<file path="src/rtl/exc_pkg.sv">
package exc_pkg;

   typedef enum logic [3:0] {
      K_SYSCALL = 4'd0,  K_RSVD   = 4'd1,  K_OVFL  = 4'd2,  K_TRAP   = 4'd3,
      K_BRK     = 4'd4,  K_MCHK   = 4'd5,  K_COPU  = 4'd6,  K_ADDR   = 4'd7,
      K_TLBI    = 4'd8,  K_TLBR   = 4'd9,  K_TLBM  = 4'd10, K_IRQ    = 4'd11,
      K_RESET   = 4'd12, K_SRESET = 4'd13, K_NMI   = 4'd14, K_SPARE  = 4'd15
   } exc_kind_e;

   typedef enum logic [1:0] {
      CLS_FAULT = 2'd0,
      CLS_INT   = 2'd1,
      CLS_RESET = 2'd2,
      CLS_QUIET = 2'd3
   } exc_cls_e;

   localparam int XLEN     = 32;
   localparam int CODE_W   = 5;
   // status fields
   localparam int ST_EXL   = 1;
   localparam int ST_BEV   = 22;
   localparam int ST_CU1   = 29;
   // cause fields
   localparam int CA_BD    = 31;
   localparam int CA_CE_LO = 28;
   localparam int CA_CE_W  = 2;
   localparam int CA_EC_LO = 2;
   // shadow-set control fields
   localparam int SS_W     = 4;
   localparam int SS_CUR   = 0;
   localparam int SS_PREV  = 6;
   localparam int SS_EXC   = 12;

endpackage

</file>
<file path="src/rtl/exc_classify.sv">
module exc_classify
   import exc_pkg::*;
#(
   parameter int unsigned DUMMY_CODE = 31
) (
   input  exc_kind_e           kind_i,
   output exc_cls_e            cls_o,
   output logic [CODE_W-1:0]   code_o
);

   if (DUMMY_CODE >= (1 << CODE_W)) begin : g_bad_dummy
      $error("DUMMY_CODE does not fit the cause code field");
   end

   localparam logic [CODE_W-1:0] DUMMY = CODE_W'(DUMMY_CODE);

   always_comb begin
      cls_o  = CLS_FAULT;
      code_o = DUMMY;
      unique case (kind_i)
         K_SYSCALL: code_o = 5'd8;
         K_RSVD:    code_o = 5'd10;
         K_OVFL:    code_o = 5'd12;
         K_TRAP:    code_o = 5'd13;
         K_BRK:     code_o = 5'd9;
         K_MCHK:    code_o = 5'd24;
         K_COPU:    code_o = 5'd11;
         K_TLBM:    code_o = 5'd1;
         K_ADDR, K_TLBI, K_TLBR, K_SPARE: code_o = DUMMY;
         K_IRQ: begin
            cls_o  = CLS_INT;
            code_o = 5'd0;
         end
         K_RESET:        cls_o = CLS_RESET;
         K_SRESET, K_NMI: cls_o = CLS_QUIET;
         default: ;
      endcase
   end

endmodule

</file>
<file path="src/rtl/exc_vector_gen.sv">
module exc_vector_gen
   import exc_pkg::*;
#(
   parameter logic [XLEN-1:0] RESET_VEC  = 32'hBFC0_0000,
   parameter logic [XLEN-1:0] RUN_BASE   = 32'h8000_0000,
   parameter logic [XLEN-1:0] BOOT_BASE  = 32'hBFC0_0200,
   parameter logic [XLEN-1:0] FAULT_OFS  = 32'h0000_0180,
   parameter logic [XLEN-1:0] INT_OFS    = 32'h0000_0000
) (
   input  exc_cls_e          cls_i,
   input  logic              bev_i,
   output logic [XLEN-1:0]   vec_o
);

   if (RESET_VEC[1:0] != 2'b00 || RUN_BASE[1:0] != 2'b00 || BOOT_BASE[1:0] != 2'b00)
   begin : g_bad_align
      $error("vector bases must be word aligned");
   end
   if (FAULT_OFS >= 32'h200 || INT_OFS >= 32'h200) begin : g_bad_ofs
      $error("vector offsets must stay below 0x200");
   end

   logic [XLEN-1:0] base;

   always_comb begin
      base = bev_i ? BOOT_BASE : RUN_BASE;
      unique case (cls_i)
         CLS_FAULT: vec_o = base + FAULT_OFS;
         CLS_INT:   vec_o = base + INT_OFS;
         default:   vec_o = RESET_VEC;
      endcase
   end

endmodule

</file>
<file path="src/rtl/exc_state_next.sv">
module exc_state_next
   import exc_pkg::*;
#(
   parameter int unsigned INSN_BYTES = 4,
   parameter bit          SRS_EN     = 1'b1
) (
   input  exc_cls_e            cls_i,
   input  logic [CODE_W-1:0]   code_i,
   input  logic [XLEN-1:0]     pc_i,
   input  logic [XLEN-1:0]     npc_i,
   input  logic [XLEN-1:0]     status_i,
   input  logic [XLEN-1:0]     cause_i,
   input  logic [XLEN-1:0]     epc_i,
   input  logic [XLEN-1:0]     srs_i,
   output logic [XLEN-1:0]     status_o,
   output logic [XLEN-1:0]     cause_o,
   output logic [XLEN-1:0]     epc_o,
   output logic [XLEN-1:0]     srs_o
);

   if (INSN_BYTES == 0 || INSN_BYTES > 8) begin : g_bad_step
      $error("INSN_BYTES out of range");
   end

   localparam logic [XLEN-1:0] STEP = XLEN'(INSN_BYTES);

   logic [XLEN-1:0] srs_rot;
   logic            in_slot;
   logic            may_rot;

   if (SRS_EN) begin : g_rot
      always_comb begin
         srs_rot                    = srs_i;
         srs_rot[SS_PREV +: SS_W]   = srs_i[SS_CUR +: SS_W];
         srs_rot[SS_CUR +: SS_W]    = srs_i[SS_EXC +: SS_W];
      end
   end else begin : g_no_rot
      assign srs_rot = srs_i;
   end

   assign in_slot = (npc_i != pc_i + STEP);
   assign may_rot = !status_i[ST_EXL] && !status_i[ST_BEV];

   always_comb begin
      status_o = status_i;
      cause_o  = cause_i;
      epc_o    = epc_i;
      srs_o    = srs_i;
      unique case (cls_i)
         CLS_FAULT, CLS_INT: begin
            status_o[ST_EXL]                   = 1'b1;
            epc_o                              = in_slot ? pc_i - STEP : pc_i;
            cause_o[CA_BD]                     = in_slot;
            cause_o[CA_CE_LO +: CA_CE_W]       = '0;
            cause_o[CA_EC_LO +: CODE_W]        = code_i;
            if (may_rot) srs_o = srs_rot;
         end
         CLS_RESET: status_o[ST_CU1] = 1'b1;
         default: ;
      endcase
   end

endmodule

</file>
<file path="src/rtl/exc_entry_ctl.sv">
module exc_entry_ctl
   import exc_pkg::*;
#(
   parameter logic [31:0] RESET_VEC  = 32'hBFC0_0000,
   parameter logic [31:0] RUN_BASE   = 32'h8000_0000,
   parameter logic [31:0] BOOT_BASE  = 32'hBFC0_0200,
   parameter logic [31:0] FAULT_OFS  = 32'h0000_0180,
   parameter logic [31:0] INT_OFS    = 32'h0000_0000,
   parameter int unsigned INSN_BYTES = 4,
   parameter int unsigned DUMMY_CODE = 31,
   parameter bit          SRS_EN     = 1'b1
) (
   input  logic        clk,
   input  logic        rst_n,
   input  logic        take_i,
   input  logic [3:0]  kind_i,
   input  logic [31:0] pc_i,
   input  logic [31:0] npc_i,
   input  logic [31:0] status_i,
   input  logic [31:0] cause_i,
   input  logic [31:0] epc_i,
   input  logic [31:0] srs_i,
   output logic [31:0] status_o,
   output logic [31:0] cause_o,
   output logic [31:0] epc_o,
   output logic [31:0] srs_o,
   output logic        redirect_o,
   output logic [31:0] handler_o
);

   exc_cls_e           cls;
   logic [CODE_W-1:0]  code;
   logic [XLEN-1:0]    vec_n, st_n, ca_n, ep_n, sr_n;

   exc_classify #(.DUMMY_CODE(DUMMY_CODE)) u_cls (
      .kind_i (exc_kind_e'(kind_i)),
      .cls_o  (cls),
      .code_o (code)
   );

   exc_vector_gen #(
      .RESET_VEC (RESET_VEC), .RUN_BASE (RUN_BASE), .BOOT_BASE (BOOT_BASE),
      .FAULT_OFS (FAULT_OFS), .INT_OFS  (INT_OFS)
   ) u_vec (
      .cls_i (cls),
      .bev_i (status_i[ST_BEV]),
      .vec_o (vec_n)
   );

   exc_state_next #(.INSN_BYTES(INSN_BYTES), .SRS_EN(SRS_EN)) u_nxt (
      .cls_i    (cls),
      .code_i   (code),
      .pc_i     (pc_i),
      .npc_i    (npc_i),
      .status_i (status_i),
      .cause_i  (cause_i),
      .epc_i    (epc_i),
      .srs_i    (srs_i),
      .status_o (st_n),
      .cause_o  (ca_n),
      .epc_o    (ep_n),
      .srs_o    (sr_n)
   );

   always_ff @(posedge clk or negedge rst_n) begin
      if (!rst_n) begin
         redirect_o <= 1'b0;
         handler_o  <= '0;
         status_o   <= '0;
         cause_o    <= '0;
         epc_o      <= '0;
         srs_o      <= '0;
      end else begin
         redirect_o <= take_i;
         if (take_i) begin
            handler_o <= vec_n;
            status_o  <= st_n;
            cause_o   <= ca_n;
            epc_o     <= ep_n;
            srs_o     <= sr_n;
         end
      end
   end

   logic entry_norm;
   assign entry_norm = (cls == CLS_FAULT) || (cls == CLS_INT);


   redirect_after_take_chk: assert property (@(posedge clk) disable iff (!rst_n)
      take_i |=> redirect_o);


   no_spurious_redirect_chk: assert property (@(posedge clk) disable iff (!rst_n)
      !take_i |=> !redirect_o);


   reset_group_vec_chk: assert property (@(posedge clk) disable iff (!rst_n)
      (take_i && kind_i >= 4'd12 && kind_i <= 4'd14) |=> handler_o == RESET_VEC);


   exl_forced_chk: assert property (@(posedge clk) disable iff (!rst_n)
      (take_i && entry_norm) |=> status_o[ST_EXL]);


   slot_epc_chk: assert property (@(posedge clk) disable iff (!rst_n)
      (take_i && entry_norm && npc_i != pc_i + 32'(INSN_BYTES))
      |=> (cause_o[CA_BD] && epc_o == $past(pc_i) - 32'(INSN_BYTES)));


   quiet_passthru_chk: assert property (@(posedge clk) disable iff (!rst_n)
      (take_i && cls == CLS_QUIET) |=> (status_o == $past(status_i) && srs_o == $past(srs_i)));


   hold_when_idle_chk: assert property (@(posedge clk) disable iff (!rst_n)
      !take_i |=> ($stable(status_o) && $stable(cause_o) && $stable(epc_o)
                   && $stable(srs_o) && $stable(handler_o)));

   if (SRS_EN) begin : g_srs_chk

      srs_rotate_chk: assert property (@(posedge clk) disable iff (!rst_n)
         (take_i && entry_norm && !status_i[ST_EXL] && !status_i[ST_BEV])
         |=> srs_o[SS_PREV +: SS_W] == $past(srs_i[SS_CUR +: SS_W]));
   end

endmodule

</file>
<file path="config.mk">
export PLATFORM = sky130hd
export DESIGN_NAME = exc_entry_ctl
export DESIGN_NICKNAME = d
export VERILOG_FILES = /design/src/rtl/exc_pkg.sv /design/src/rtl/exc_classify.sv /design/src/rtl/exc_vector_gen.sv /design/src/rtl/exc_state_next.sv /design/src/rtl/exc_entry_ctl.sv
export SDC_FILE = /design/constraint.sdc
export NUM_CORES = 1
export LEC_CHECK = 0
export BUFFER_PORTS_ARGS = -buffer_cell sky130_fd_sc_hd__buf_2
export CORE_AREA = 4 4 136 138
export CTS_CLUSTER_DIAMETER = 80
export DETAILED_ROUTE_END_ITERATION = 6
export DIE_AREA = 0 0 140 142
export HOLD_SLACK_MARGIN = 0.1
export PLACE_DENSITY_LB_ADDON = 0.05
export SETUP_SLACK_MARGIN = 0.3
export SYNTH_ARGS = -nofsm -noshare
export SYNTH_HDL_FRONTEND = slang
export SYNTH_SLANG_ARGS = --single-unit
</file>
<file path="constraint.sdc">
create_clock -name clk -period 1.4 [get_ports clk]
set_clock_uncertainty 0.2 [all_clocks]
set_input_delay 0 -clock clk [delete_from_list [all_inputs] [get_ports clk]]
set_output_delay 0 -clock clk [all_outputs]
set_load 0.01 [all_outputs]
</file>
==> flow_summary.toml <==
[outcome]
outcome = "complete, but fails checks"
violations = "hold timing, setup timing"

[yosys]
ys.flop_type = "dfrtp_1"
synthSimpleGateAreaFrac_pct = 17.4
synthArstFlopShare_pct = 100
synth_top_family_by_area = "simple AND/OR/NAND/NOR gates"
synth_most_common_cell = "dfrtp_1"
synth-compound-area-share_pct = 10.3
synth_area_leader_cell = "dfrtp_1"
yosysSeqAreaShare_pct = 44.0
synth_area_um2 = 7570
syn_area_per_cell_um2 = 9.83
synthAdderAreaFrac_pct = 0.331
synth_xor_area_share_pct = 6.02
synth_edf_count = 0
ys_types = 57
synth_top_cells_by_area = "dfrtp_1 (44%), mux2_2 (13%), xnor2_1 (4.9%), buf_4 (2.9%), nand3_1 (2.6%)"
synth_cells = 770
yosysTopAreaCellShare_pct = 44.0
synthMuxAreaShare_pct = 14.6
synthTopCellsByCount = "dfrtp_1 (133), mux2_2 (85), nor2_1 (52), nand2_1 (48), clkbuf_1 (45)"
synth-seq-cells = 133
yosys_warnings = 0

[drt]
dr.pass1.iters = 5
dr.first_iter.drc_count = 503
post_drt_wl_per_cell_um = 19.3
vias = 8504
avgViaCountPerCell = 5.23
ant_nets = 0
wl_um = 31400
drc_errors = 0

[setup_path]
path_class = "primary input to flip-flop"
worstPathArrival_ps = 2690
worst-r2r-setup-slack_ps = 130
endpoint_kind = "flip-flop"
reg2reg_depth = 5
cp_max_fo = 9
path_cells = "buf_8 > nand4_4 > buf_12 > nor4_4 > nand3_1 > or4_1 > o211ai_1 > a31oi_4 > nor4_4 > buf_6 > buf_12 > buf_6 > mux2i_1 > nor2_1 > o22ai_1"
startpoint_type = "primary input"
required_ps = 1520
r2r-end = "handler_o[29]$_DFFE_PN0P_"
critPathCapture = "epc_o[3]$_DFFE_PN0P_"
worstReg2RegStart = "handler_o[29]$_DFFE_PN0P_"
max_stage_delay_ps = 520
crit_start = "pc_i[16]"
cp_slowest_cell = "or4_1"

[final_layout]
nets = 1587
seq_area_um2 = 3330
nFillCells = 1066
multiInputGateArea_um2 = 4060
drive_gt1_share_pct = 47.8
area_growth_pct = 81.1
design_area_um2 = 13700

[placement]
hpwl_um = 19500
placed_area_um2 = 10300
numPortBuffers = 339
gp_congestion = 0.960

[grt]
grt_overflow_total = 0
grt.total_usage_pct = 29.1
grt_pass1_wl_um = 46500
antenna_found_initial = 0
grt_max_degree = 78
grt_pass1_vias = 8894

[floorplanning]
die_w_um = 140
num_io_pins = 360
num_rows = 48
core-area_um2 = 17200
dieHeight_um = 142
dieArea_um2 = 19900
initial_utilization_pct = 44.1

[sta]
min_period_ps = 2560
whs_ps = -183
slew_violations = 0
rsz0062_at_grt = "true"
max_freq_ghz = 0.390
setup_viol = 34
hold_viol_final = 88
layout_setup_ws_ps = -1160
min_period_over_period_pct = 183

[cts]
root_buffer = "clkbuf_16"
clk_pin_slew_ps = 60
cts_buffers = 17
clkLatencyLatePin_ps = 420
clkSinkCount = 133
cts_tree = "done"
cts_buffer_depth = 2
cts_max_level = 4

[power]
powerDensity_nw_per_um2 = 911
p_leak_nw = 6.28
irDropWorstVdd_uv = 797

[worst_hold_path]
hold_path.class = "primary input to flip-flop"

[run]
drv_cap = 0
==> worst max-delay path: cells and delay by family <==
family	cells	cell delay, ps
mux	1	210
simple gates	6	1470
compound gates	3	370
buf+inv	5	630
==> through the flow <==
step | utilization [%] | total power [mW] | setup TNS [ps] | worst slack [ps] | std cells
finish | 79.8 | 12.5 | -34070 | -1160 | 1625
global placement | 60.1 | 7.00 | -47370 | -1650 | 1392
floorplan | - | 5.81 | -44080 | -1520 | 789
global route | 79.8 | 13.0 | -39520 | -1320 | 1624
detailed placement | 60.1 | 7.03 | -47200 | -1620 | 1392
CTS | 77.5 | 12.2 | -32010 | -1090 | 1611
==> routing by layer <==
layer	routed length, um	global-route usage [%]	share of wire (%)	up-vias
li1	-	-	-	3934
met1	12100	34.9	38	4086
met2	15700	50.1	50	388
met3	2400	8.00	7.6	96
met4	1260	11.5	4.0	0
met5	0	0	0	-
==> state kept, by name (all words and copies together), names as in the netlist <==
name and count:
cause_o 32, redirect_o 1, epc_o 32, handler_o 4, srs_o 32, status_o 32
==> cells in the final DEF, fill, tap and decap left out, types with 6 or more instances in the layout <==
cell	instances
inv_1	27
conb_1	20
nor4_1	11
nor2b_1	8
dfrtp_1	132
o21ai_1	6
and3_1	6
buf_2	241
o21ai_0	25
buf_6	109
a31oi_1	18
nand2b_1	10
nand3_1	38
xnor2_1	42
buf_12	11
mux2i_1	14
a21oi_1	27
nand4_1	10
clkbuf_16	17
mux2_4	13
o211ai_1	11
nor3_1	12
nor2_1	48
buf_4	145
dlygate4sd3_1	151
xor2_1	10
mux2_2	72
nand2_1	47
o221ai_1	11
==> cell families after synthesis <==
family | count (synthesis)
AND/OR/NAND/NOR | 247
flip-flops | 133
AO/OA/AOI/OAI | 123
buffers and inverters | 112
multiplexers | 100
XOR/XNOR | 52
adder cells (fa/ha/maj) | 2
other | 1
==> worst min-delay path by stage <==
| stage | cells after the start | endpoint | slack [ps] | startpoint |
|---|---|---|---|---|
| 3_3_place_gp | 1 | cause_o[16]$_DFFE_PN0P_ | -270 | rst_n |
| 3_5_place_dp | 1 | cause_o[19]$_DFFE_PN0P_ | -270 | rst_n |
| 5_1_grt | 2 | redirect_o$_DFF_PN0_ | -200 | take_i |
| 6_report | 2 | redirect_o$_DFF_PN0_ | -180 | take_i |
| 4_1_cts | 2 | redirect_o$_DFF_PN0_ | -220 | take_i |
| 2_1_floorplan | 0 | cause_o[0]$_DFFE_PN0P_ | -500 | rst_n |
==> what timing repair did <==
item,CTS,global route
endpoints found under the setup margin,172,198
resized for setup,134,58
hold endpoints to repair,266,162
pin swaps,20,1
hold buffers,149,5
buffers inserted,37,10
gates cloned,1,0
==> final cells by class <==
class                   instances  share of cell area [%]
repair buffers                663                    39.0
well taps                     225                    2.05
diodes                          1                  0.0183
multi-input cells             544                    29.6
flip-flops and latches        133                    24.3
clock buffers                  19                    3.23
clock inverters                13                    1.01
inverters                      27                   0.739
==> power breakdown <==
part	switching [mW]	leakage, nW	total (mW)	internal (mW)
registers	0.291	1.54	4.53	4.24
clock network	1.88	0.277	4.43	2.56
logic	1.57	4.46	3.53	1.96
total	3.73	6.28	12.5	8.76
Note: power is estimated with default switching activity, not from simulation.
